--- src/rtl/uart_wm_pkg.sv ---
package uart_wm_pkg;
  typedef enum logic [2:0] {
    REG_TXDATA = 3'd0,
    REG_RXDATA = 3'd1,
    REG_TXCTRL = 3'd2,
    REG_RXCTRL = 3'd3,
    REG_IE     = 3'd4,
    REG_IP     = 3'd5,
    REG_DIV    = 3'd6
  } reg_idx_e;

  typedef enum logic [1:0] {
    LN_IDLE,
    LN_START,
    LN_DATA,
    LN_STOP
  } line_st_e;

  localparam int unsigned BYTE_W  = 8;
  localparam int unsigned CNT_LSB = 16;
  localparam int unsigned FLAG_B  = 31;
endpackage

--- src/rtl/uart_wm_fifo.sv ---
module uart_wm_fifo #(
  parameter int unsigned W     = 8,
  parameter int unsigned DEPTH = 8,
  localparam int unsigned AW    = $clog2(DEPTH),
  localparam int unsigned LVL_W = $clog2(DEPTH + 1)
) (
  input  logic             clk_i,
  input  logic             rst_ni,
  input  logic             push_i,
  input  logic [W-1:0]     data_i,
  input  logic             pop_i,
  output logic [W-1:0]     data_o,
  output logic [LVL_W-1:0] level_o,
  output logic             full_o,
  output logic             empty_o
);
  logic [W-1:0]     mem_q [DEPTH];
  logic [AW-1:0]    wr_ptr_q, rd_ptr_q;
  logic [LVL_W-1:0] level_q;
  logic             do_push, do_pop;

  assign full_o  = (level_q == LVL_W'(DEPTH));
  assign empty_o = (level_q == '0);
  assign do_push = push_i && !full_o;
  assign do_pop  = pop_i && !empty_o;
  assign data_o  = mem_q[rd_ptr_q];
  assign level_o = level_q;

  always_ff @(posedge clk_i or negedge rst_ni) begin
    if (!rst_ni) begin
      wr_ptr_q <= '0;
      rd_ptr_q <= '0;
      level_q  <= '0;
    end else begin
      if (do_push) wr_ptr_q <= (wr_ptr_q == AW'(DEPTH - 1)) ? '0 : wr_ptr_q + 1'b1;
      if (do_pop)  rd_ptr_q <= (rd_ptr_q == AW'(DEPTH - 1)) ? '0 : rd_ptr_q + 1'b1;
      case ({do_push, do_pop})
        2'b10:   level_q <= level_q + 1'b1;
        2'b01:   level_q <= level_q - 1'b1;
        default: level_q <= level_q;
      endcase
    end
  end

  always_ff @(posedge clk_i) begin
    if (do_push) mem_q[wr_ptr_q] <= data_i;
  end

  AST_FULL_DROP: assert property (@(posedge clk_i) disable iff (!rst_ni)
    (full_o && push_i && !pop_i) |=> (level_o == $past(level_o)));
  AST_EMPTY_POP: assert property (@(posedge clk_i) disable iff (!rst_ni)
    (empty_o && pop_i && !push_i) |=> empty_o);
  AST_LEVEL_BOUND: assert property (@(posedge clk_i) disable iff (!rst_ni)
    (full_o && push_i && !pop_i) |=> full_o);
endmodule

--- src/rtl/uart_wm_tx.sv ---
module uart_wm_tx
  import uart_wm_pkg::*;
#(
  parameter int unsigned DIV_W = 16
) (
  input  logic              clk_i,
  input  logic              rst_ni,
  input  logic              en_i,
  input  logic              two_stop_i,
  input  logic [DIV_W-1:0]  div_i,
  input  logic              avail_i,
  input  logic [BYTE_W-1:0] data_i,
  output logic              pop_o,
  output logic              tx_o
);
  line_st_e          st_q;
  logic [DIV_W-1:0]  cnt_q;
  logic [2:0]        bit_q;
  logic [BYTE_W-1:0] sh_q;
  logic              stop2_q, tx_q;
  logic              bit_end, last_stop, load;

  assign bit_end   = (cnt_q == div_i);
  assign last_stop = (st_q == LN_STOP) && bit_end && (!two_stop_i || stop2_q);
  assign load      = en_i && avail_i && ((st_q == LN_IDLE) || last_stop);
  assign pop_o     = load;
  assign tx_o      = tx_q;

  always_ff @(posedge clk_i or negedge rst_ni) begin
    if (!rst_ni) begin
      st_q    <= LN_IDLE;
      cnt_q   <= '0;
      bit_q   <= '0;
      sh_q    <= '0;
      stop2_q <= 1'b0;
      tx_q    <= 1'b1;
    end else if (load) begin
      st_q  <= LN_START;
      sh_q  <= data_i;
      cnt_q <= '0;
      tx_q  <= 1'b0;
    end else begin
      case (st_q)
        LN_IDLE: begin
          tx_q  <= 1'b1;
          cnt_q <= '0;
        end
        LN_START: begin
          if (bit_end) begin
            st_q  <= LN_DATA;
            cnt_q <= '0;
            bit_q <= '0;
            tx_q  <= sh_q[0];
          end else cnt_q <= cnt_q + 1'b1;
        end
        LN_DATA: begin
          if (bit_end) begin
            cnt_q <= '0;
            if (bit_q == 3'd7) begin
              st_q    <= LN_STOP;
              stop2_q <= 1'b0;
              tx_q    <= 1'b1;
            end else begin
              bit_q <= bit_q + 1'b1;
              sh_q  <= sh_q >> 1;
              tx_q  <= sh_q[1];
            end
          end else cnt_q <= cnt_q + 1'b1;
        end
        default: begin
          if (bit_end) begin
            cnt_q <= '0;
            if (last_stop) st_q <= LN_IDLE;
            else stop2_q <= 1'b1;
          end else cnt_q <= cnt_q + 1'b1;
        end
      endcase
    end
  end

  AST_TX_OFF_HIGH: assert property (@(posedge clk_i) disable iff (!rst_ni)
    (st_q == LN_IDLE && !en_i) |=> tx_o);
  AST_TX_START_LOW: assert property (@(posedge clk_i) disable iff (!rst_ni)
    pop_o |=> !tx_o);
  AST_TX_STOP_HIGH: assert property (@(posedge clk_i) disable iff (!rst_ni)
    (st_q == LN_STOP) |-> tx_o);
endmodule

--- src/rtl/uart_wm_rx.sv ---
module uart_wm_rx
  import uart_wm_pkg::*;
#(
  parameter int unsigned DIV_W = 16
) (
  input  logic              clk_i,
  input  logic              rst_ni,
  input  logic              en_i,
  input  logic [DIV_W-1:0]  div_i,
  input  logic              rx_i,
  output logic              push_o,
  output logic [BYTE_W-1:0] data_o
);
  line_st_e          st_q;
  logic [DIV_W-1:0]  cnt_q, half;
  logic [2:0]        bit_q;
  logic [BYTE_W-1:0] sh_q;
  logic              s1_q, s2_q, s3_q, push_q;

  assign half   = div_i >> 1;
  assign push_o = push_q;
  assign data_o = sh_q;

  always_ff @(posedge clk_i or negedge rst_ni) begin
    if (!rst_ni) begin
      s1_q   <= 1'b1;
      s2_q   <= 1'b1;
      s3_q   <= 1'b1;
      st_q   <= LN_IDLE;
      cnt_q  <= '0;
      bit_q  <= '0;
      sh_q   <= '0;
      push_q <= 1'b0;
    end else begin
      s1_q   <= rx_i;
      s2_q   <= s1_q;
      s3_q   <= s2_q;
      push_q <= 1'b0;
      case (st_q)
        LN_IDLE: begin
          cnt_q <= '0;
          // falling edge only: a held-low line after a bad stop does not restart
          if (en_i && !s2_q && s3_q) st_q <= LN_START;
        end
        LN_START: begin
          if (cnt_q == half) begin
            cnt_q <= '0;
            bit_q <= '0;
            st_q  <= s2_q ? LN_IDLE : LN_DATA;
          end else cnt_q <= cnt_q + 1'b1;
        end
        LN_DATA: begin
          if (cnt_q == div_i) begin
            cnt_q <= '0;
            sh_q  <= {s2_q, sh_q[BYTE_W-1:1]};
            if (bit_q == 3'd7) st_q <= LN_STOP;
            else bit_q <= bit_q + 1'b1;
          end else cnt_q <= cnt_q + 1'b1;
        end
        default: begin
          if (cnt_q == div_i) begin
            cnt_q  <= '0;
            st_q   <= LN_IDLE;
            push_q <= s2_q && en_i;
          end else cnt_q <= cnt_q + 1'b1;
        end
      endcase
    end
  end

  AST_RX_STOP_OK: assert property (@(posedge clk_i) disable iff (!rst_ni)
    push_o |-> $past(s2_q));
  AST_RX_EN_OK: assert property (@(posedge clk_i) disable iff (!rst_ni)
    push_o |-> $past(en_i));
  AST_RX_START_LOW: assert property (@(posedge clk_i) disable iff (!rst_ni)
    (st_q == LN_START && cnt_q == half && s2_q) |=> (st_q == LN_IDLE));
endmodule

--- src/rtl/uart_wm.sv ---
module uart_wm
  import uart_wm_pkg::*;
#(
  parameter int unsigned DEPTH   = 8,
  parameter int unsigned DIV_W   = 16,
  parameter int unsigned DIV_RST = 15
) (
  input  logic        clk_i,
  input  logic        rst_ni,
  input  logic        sel_i,
  input  logic        wr_i,
  input  logic [2:0]  addr_i,
  input  logic [31:0] wdata_i,
  output logic [31:0] rdata_o,
  input  logic        rx_i,
  output logic        tx_o,
  output logic        irq_o
);
  localparam int unsigned LVL_W = $clog2(DEPTH + 1);

  logic             tx_en_q, tx_two_q, rx_en_q;
  logic [LVL_W-1:0] tx_wm_q, rx_wm_q;
  logic [1:0]       ie_q, ip;
  logic [DIV_W-1:0] div_q;
  logic             wr_s, rd_s;
  reg_idx_e         idx;

  logic              txf_push, txf_pop, txf_full, txf_empty;
  logic [BYTE_W-1:0] txf_head;
  logic [LVL_W-1:0]  txf_lvl;
  logic              rxf_push, rxf_pop, rxf_full, rxf_empty;
  logic [BYTE_W-1:0] rxf_in, rxf_head;
  logic [LVL_W-1:0]  rxf_lvl;

  assign idx      = reg_idx_e'(addr_i);
  assign wr_s     = sel_i && wr_i;
  assign rd_s     = sel_i && !wr_i;
  assign txf_push = wr_s && (idx == REG_TXDATA);
  assign rxf_pop  = rd_s && (idx == REG_RXDATA);

  always_ff @(posedge clk_i or negedge rst_ni) begin
    if (!rst_ni) begin
      tx_en_q  <= 1'b0;
      tx_two_q <= 1'b0;
      tx_wm_q  <= '0;
      rx_en_q  <= 1'b0;
      rx_wm_q  <= '0;
      ie_q     <= '0;
      div_q    <= DIV_W'(DIV_RST);
    end else if (wr_s) begin
      case (idx)
        REG_TXCTRL: begin
          tx_en_q  <= wdata_i[0];
          tx_two_q <= wdata_i[1];
          tx_wm_q  <= wdata_i[CNT_LSB +: LVL_W];
        end
        REG_RXCTRL: begin
          rx_en_q <= wdata_i[0];
          rx_wm_q <= wdata_i[CNT_LSB +: LVL_W];
        end
        REG_IE:  ie_q  <= wdata_i[1:0];
        REG_DIV: div_q <= wdata_i[DIV_W-1:0];
        default: ;
      endcase
    end
  end

  assign ip[0] = (txf_lvl < tx_wm_q);
  assign ip[1] = (rxf_lvl > rx_wm_q);
  assign irq_o = |(ip & ie_q);

  always_comb begin
    rdata_o = '0;
    case (idx)
      REG_TXDATA: rdata_o[FLAG_B] = txf_full;
      REG_RXDATA: begin
        rdata_o[FLAG_B] = rxf_empty;
        if (!rxf_empty) rdata_o[BYTE_W-1:0] = rxf_head;
      end
      REG_TXCTRL: begin
        rdata_o[0] = tx_en_q;
        rdata_o[1] = tx_two_q;
        rdata_o[CNT_LSB +: LVL_W] = tx_wm_q;
      end
      REG_RXCTRL: begin
        rdata_o[0] = rx_en_q;
        rdata_o[CNT_LSB +: LVL_W] = rx_wm_q;
      end
      REG_IE:  rdata_o[1:0] = ie_q;
      REG_IP:  rdata_o[1:0] = ip;
      REG_DIV: rdata_o[DIV_W-1:0] = div_q;
      default: ;
    endcase
  end

  uart_wm_fifo #(.W(BYTE_W), .DEPTH(DEPTH)) u_txf (
    .clk_i, .rst_ni,
    .push_i(txf_push), .data_i(wdata_i[BYTE_W-1:0]), .pop_i(txf_pop),
    .data_o(txf_head), .level_o(txf_lvl), .full_o(txf_full), .empty_o(txf_empty)
  );

  uart_wm_fifo #(.W(BYTE_W), .DEPTH(DEPTH)) u_rxf (
    .clk_i, .rst_ni,
    .push_i(rxf_push), .data_i(rxf_in), .pop_i(rxf_pop),
    .data_o(rxf_head), .level_o(rxf_lvl), .full_o(rxf_full), .empty_o(rxf_empty)
  );

  uart_wm_tx #(.DIV_W(DIV_W)) u_tx (
    .clk_i, .rst_ni,
    .en_i(tx_en_q), .two_stop_i(tx_two_q), .div_i(div_q),
    .avail_i(!txf_empty), .data_i(txf_head), .pop_o(txf_pop), .tx_o
  );

  uart_wm_rx #(.DIV_W(DIV_W)) u_rx (
    .clk_i, .rst_ni,
    .en_i(rx_en_q), .div_i(div_q), .rx_i,
    .push_o(rxf_push), .data_o(rxf_in)
  );

  AST_IRQ_MASKED: assert property (@(posedge clk_i) disable iff (!rst_ni)
    (ie_q == 2'b00) |-> !irq_o);
  AST_RXWM_NEEDS_DATA: assert property (@(posedge clk_i) disable iff (!rst_ni)
    rxf_empty |-> !ip[1]);
  AST_TXWM_FULL: assert property (@(posedge clk_i) disable iff (!rst_ni)
    (txf_full && tx_wm_q <= LVL_W'(DEPTH)) |-> !ip[0]);
  AST_TX_HOLD: assert property (@(posedge clk_i) disable iff (!rst_ni)
    !tx_en_q |-> !txf_pop);
endmodule

--- config.mk ---
export PLATFORM = sky130hd
export DESIGN_NAME = uart_wm
export DESIGN_NICKNAME = d
export VERILOG_FILES = /design/src/rtl/uart_wm_pkg.sv /design/src/rtl/uart_wm_fifo.sv /design/src/rtl/uart_wm_tx.sv /design/src/rtl/uart_wm_rx.sv /design/src/rtl/uart_wm.sv
export SDC_FILE = /design/constraint.sdc
export NUM_CORES = 1
export LEC_CHECK = 0
export ABC_AREA = 0
export BUFFER_PORTS_ARGS = -buffer_cell sky130_fd_sc_hd__clkbuf_2
export CORE_ASPECT_RATIO = 0.8
export CORE_MARGIN = 1
export CORE_UTILIZATION = 40
export DETAILED_ROUTE_END_ITERATION = 10
export PLACE_DENSITY = 0.55
export RECOVER_POWER = 50
export SKIP_LAST_GASP = 1
export SYNTH_ARGS = -nofsm -noshare
export SYNTH_HDL_FRONTEND = slang
export SYNTH_SLANG_ARGS = --single-unit
--- constraint.sdc ---
create_clock -name clk_i -period 5.76 [get_ports clk_i]
set_clock_uncertainty 0.2 [all_clocks]
set_input_delay 0 -clock clk_i [delete_from_list [all_inputs] [get_ports clk_i]]
set_output_delay 0 -clock clk_i [all_outputs]
set_load 0.02 [all_outputs]
==> results.cfg <==
[status]
status = finished, violations left
violations = max-capacitance violations, max-slew violations

[worst_setup_path]
rrSetupSlack_ns = 1.89
crit_arrival_ns = 4.52
setup.worst_path.end_class = async pin
required_ns = 6.15
worstPathMaxFanout = 54
critPathKind = in -> async
cp-start-kind = input pin

[hold_path]
hold_path_class = in -> reg

[die]
die_area_um2 = 28850
rows = 54
die_w_um = 189.7
initial_core_util_pct = 40.98
ios = 74
core_area_um2 = 27500
die_h_um = 152.1

[power_and_ir_drop]
leakage_uw = 0.005232
switchingPower_uw = 1464
internal-power_uw = 3455
swShare_pct = 29.77
clockPowerShare_pct = 31.7
pwr-share-seq_pct = 46.7
pwr-share-comb_pct = 21.6
power_density_nw_per_um2 = 378.2
ir_drop_v = 0.0002435
total_power_uw = 4919

[clock_network]
cts_num_sinks = 241
post_cts_buffers = 0
cts_buffers = 26
clk_latency_ns = 0.52
hold_buffers = 38
clk_pin_slew_ns = 0.06
htreeDepth = 1
root_buffer = clkbuf_16
cts_resized = 0
cts_tree = built
clock_path_buffers = 3

[route]
vias_per_cell = 5.011
detail_route.iter0.violations = 396
drc = 0
firstDrtPassIters = 4
drtAntennaViolNets = 0
vias = 6419
wl_per_cell_um = 18.21
drt_wl_total_um = 23330

[finish]
n_antenna_cell = 0
post_route_cells_drive_above_1_share_pct = 20.61
fin_nets = 969
syn_to_final_growth_pct = 15.42

[synthesis]
yosysTopAreaCell = edfxtp_1
synth.most_common_cell = edfxtp_1
synth_edf_count = 128
synth.top_cell.area_share_pct = 34.11
synthDistinctLibCells = 60
synth_area_leaders = edfxtp_1, dfrtp_1, mux4_2
ys_seq_area_share_pct = 59.29
synth_common_cells = edfxtp_1, dfrtp_1, xor2_1
avgSynthCellArea_um2 = 14.03
synth-main-ff-cell = edfxtp_1
ys_seq_elements = 241
netlist_area_um2 = 11270
yosysWarnings = 0
synthCells = 803
async_flop_share_pct = 46.89

[timing]
rsz0062_at_grt = false
relSlewSlack_pct = -110.0
report.final.hold_viol_count = 0
report.final.setup_viol = 0
fin_setup_tns_ns = 0
hold_slack_ns = 0.05524
tightestPinTransition_ns = 3.150
fmax_mhz = 241.9
maxSlewViolCount = 55
period_needed_ns = 4.134
finalCritPeriodShare_pct = 71.77

[job]
cap_violations = 1

[placement]
io_buffers = 50
dp_hpwl_um = 15420
gp_congestion = 0.7695

[global_routing]
grt_pass1_wl_um = 37610
grt_overflow = 0
grt_pass1_vias = 6461
track_usage_pct = 16.79
antenna_found_initial = 0
grt_start_max_net_pins = 55
## flip-flops by register name, indices dropped and copies added, names as in the netlist, 3 cells and up
register / flops
div_q: 16
rx_wm_q: 4
tx_wm_q: 4
u_rx.bit_q: 3
u_rx.cnt_q: 16
u_rx.data_o: 8
u_rxf.level_o: 4
u_rxf.mem_q: 64
u_rxf.rd_ptr_q: 3
u_rxf.wr_ptr_q: 3
u_tx.bit_q: 3
u_tx.cnt_q: 16
u_tx.sh_q: 8
u_txf.level_o: 4
u_txf.mem_q: 64
u_txf.rd_ptr_q: 3
u_txf.wr_ptr_q: 3
## stage by stage
step,cell area (um^2),cells,setup slack [ns],utilization (%)
6_report,13010,1281,1.626,47.30
5_1_grt,13010,1281,0.8697,47.30
4_1_cts,13060,1281,1.896,47.47
3_5_place_dp,11880,1195,1.964,43.20
3_3_place_gp,11880,1195,1.951,43.20
2_1_floorplan,11310,813,2.802,-
## per-layer routing
metal  global-route usage [%]  wire [um]  vias up  share of wire (%)
met5                        0          0        -                  0
met4                    3.840        412        0                1.8
met3                    2.056        553       24                2.4
met2                    26.22      10710       73                 46
met1                    24.95      11650     3210                 50
li1                         -          -     3112                  -
## final timing paths
check                                startpoint                           end  cells past startpoint
max                                      rst_ni        tx_wm_q[0]$_DFFE_PN0P_                      4
min                                 wdata_i[14]         div_q[14]$_DFFE_PN0P_                      3
max reg2reg                div_q[1]$_DFFE_PN1P_  u_txf.level_o[3]$_DFFE_PN0P_                     12
min in group asynchronous                rst_ni  u_txf.level_o[0]$_DFFE_PN0P_                      3
max in group clk_i         div_q[1]$_DFFE_PN1P_  u_txf.level_o[3]$_DFFE_PN0P_                     12
min reg2reg                 u_rx.s1_q$_DFF_PN1_           u_rx.s2_q$_DFF_PN1_                      0
## worst max-delay path: stages
cell and delay, ns:
dlygate4sd3_1 0.51, dlygate4sd3_1 0.54, clkbuf_1 2.19, dlygate4sd3_1 1.25
## power groups by stage
stage | clock (uW) | combinational, uW | sequential [uW]
after floorplan | 0 | 928 | 2160
after global placement | 0 | 1040 | 2330
after detailed placement | 0 | 1050 | 2340
after CTS | 1600 | 1080 | 2300
after global routing | 1670 | 1190 | 2340
final | 1560 | 1060 | 2300
## cells by family after synthesis
kind of cell,share of synthesized area [%]
DFF,59.29
and+or+nand+nor,8.939
muxes,14.71
AOI/OAI and AO/OA,3.731
adders and majority gates,3.620
other,0.03328
buffers and inverters,3.142
xor gates and xnor gates,6.529
## cells in the final DEF, fill, tap and decap left out, types with 24 or more instances in the layout
master / n
dlygate4sd3_1: 38
nor2_1: 54
ha_1: 31
mux2_2: 56
clkbuf_1: 34
dfrtp_1: 105
mux4_2: 32
clkbuf_2: 34
xor2_1: 60
inv_1: 24
edfxtp_1: 128
xnor2_1: 24
nand2_1: 46
clkbuf_16: 27
## final cells by class
type                            count  area (um^2)
Fill cell                        2436        14490
Sequential cell                   241         6681
Multi-Input combinational cell    502         4298
Clock buffer                       41        758.2
Timing Repair Buffer              101        681.9
Tap cell                          364        455.4
Inverter                           25        93.84
Clock inverter                      7        37.54
(Power assumes the default switching activity.)
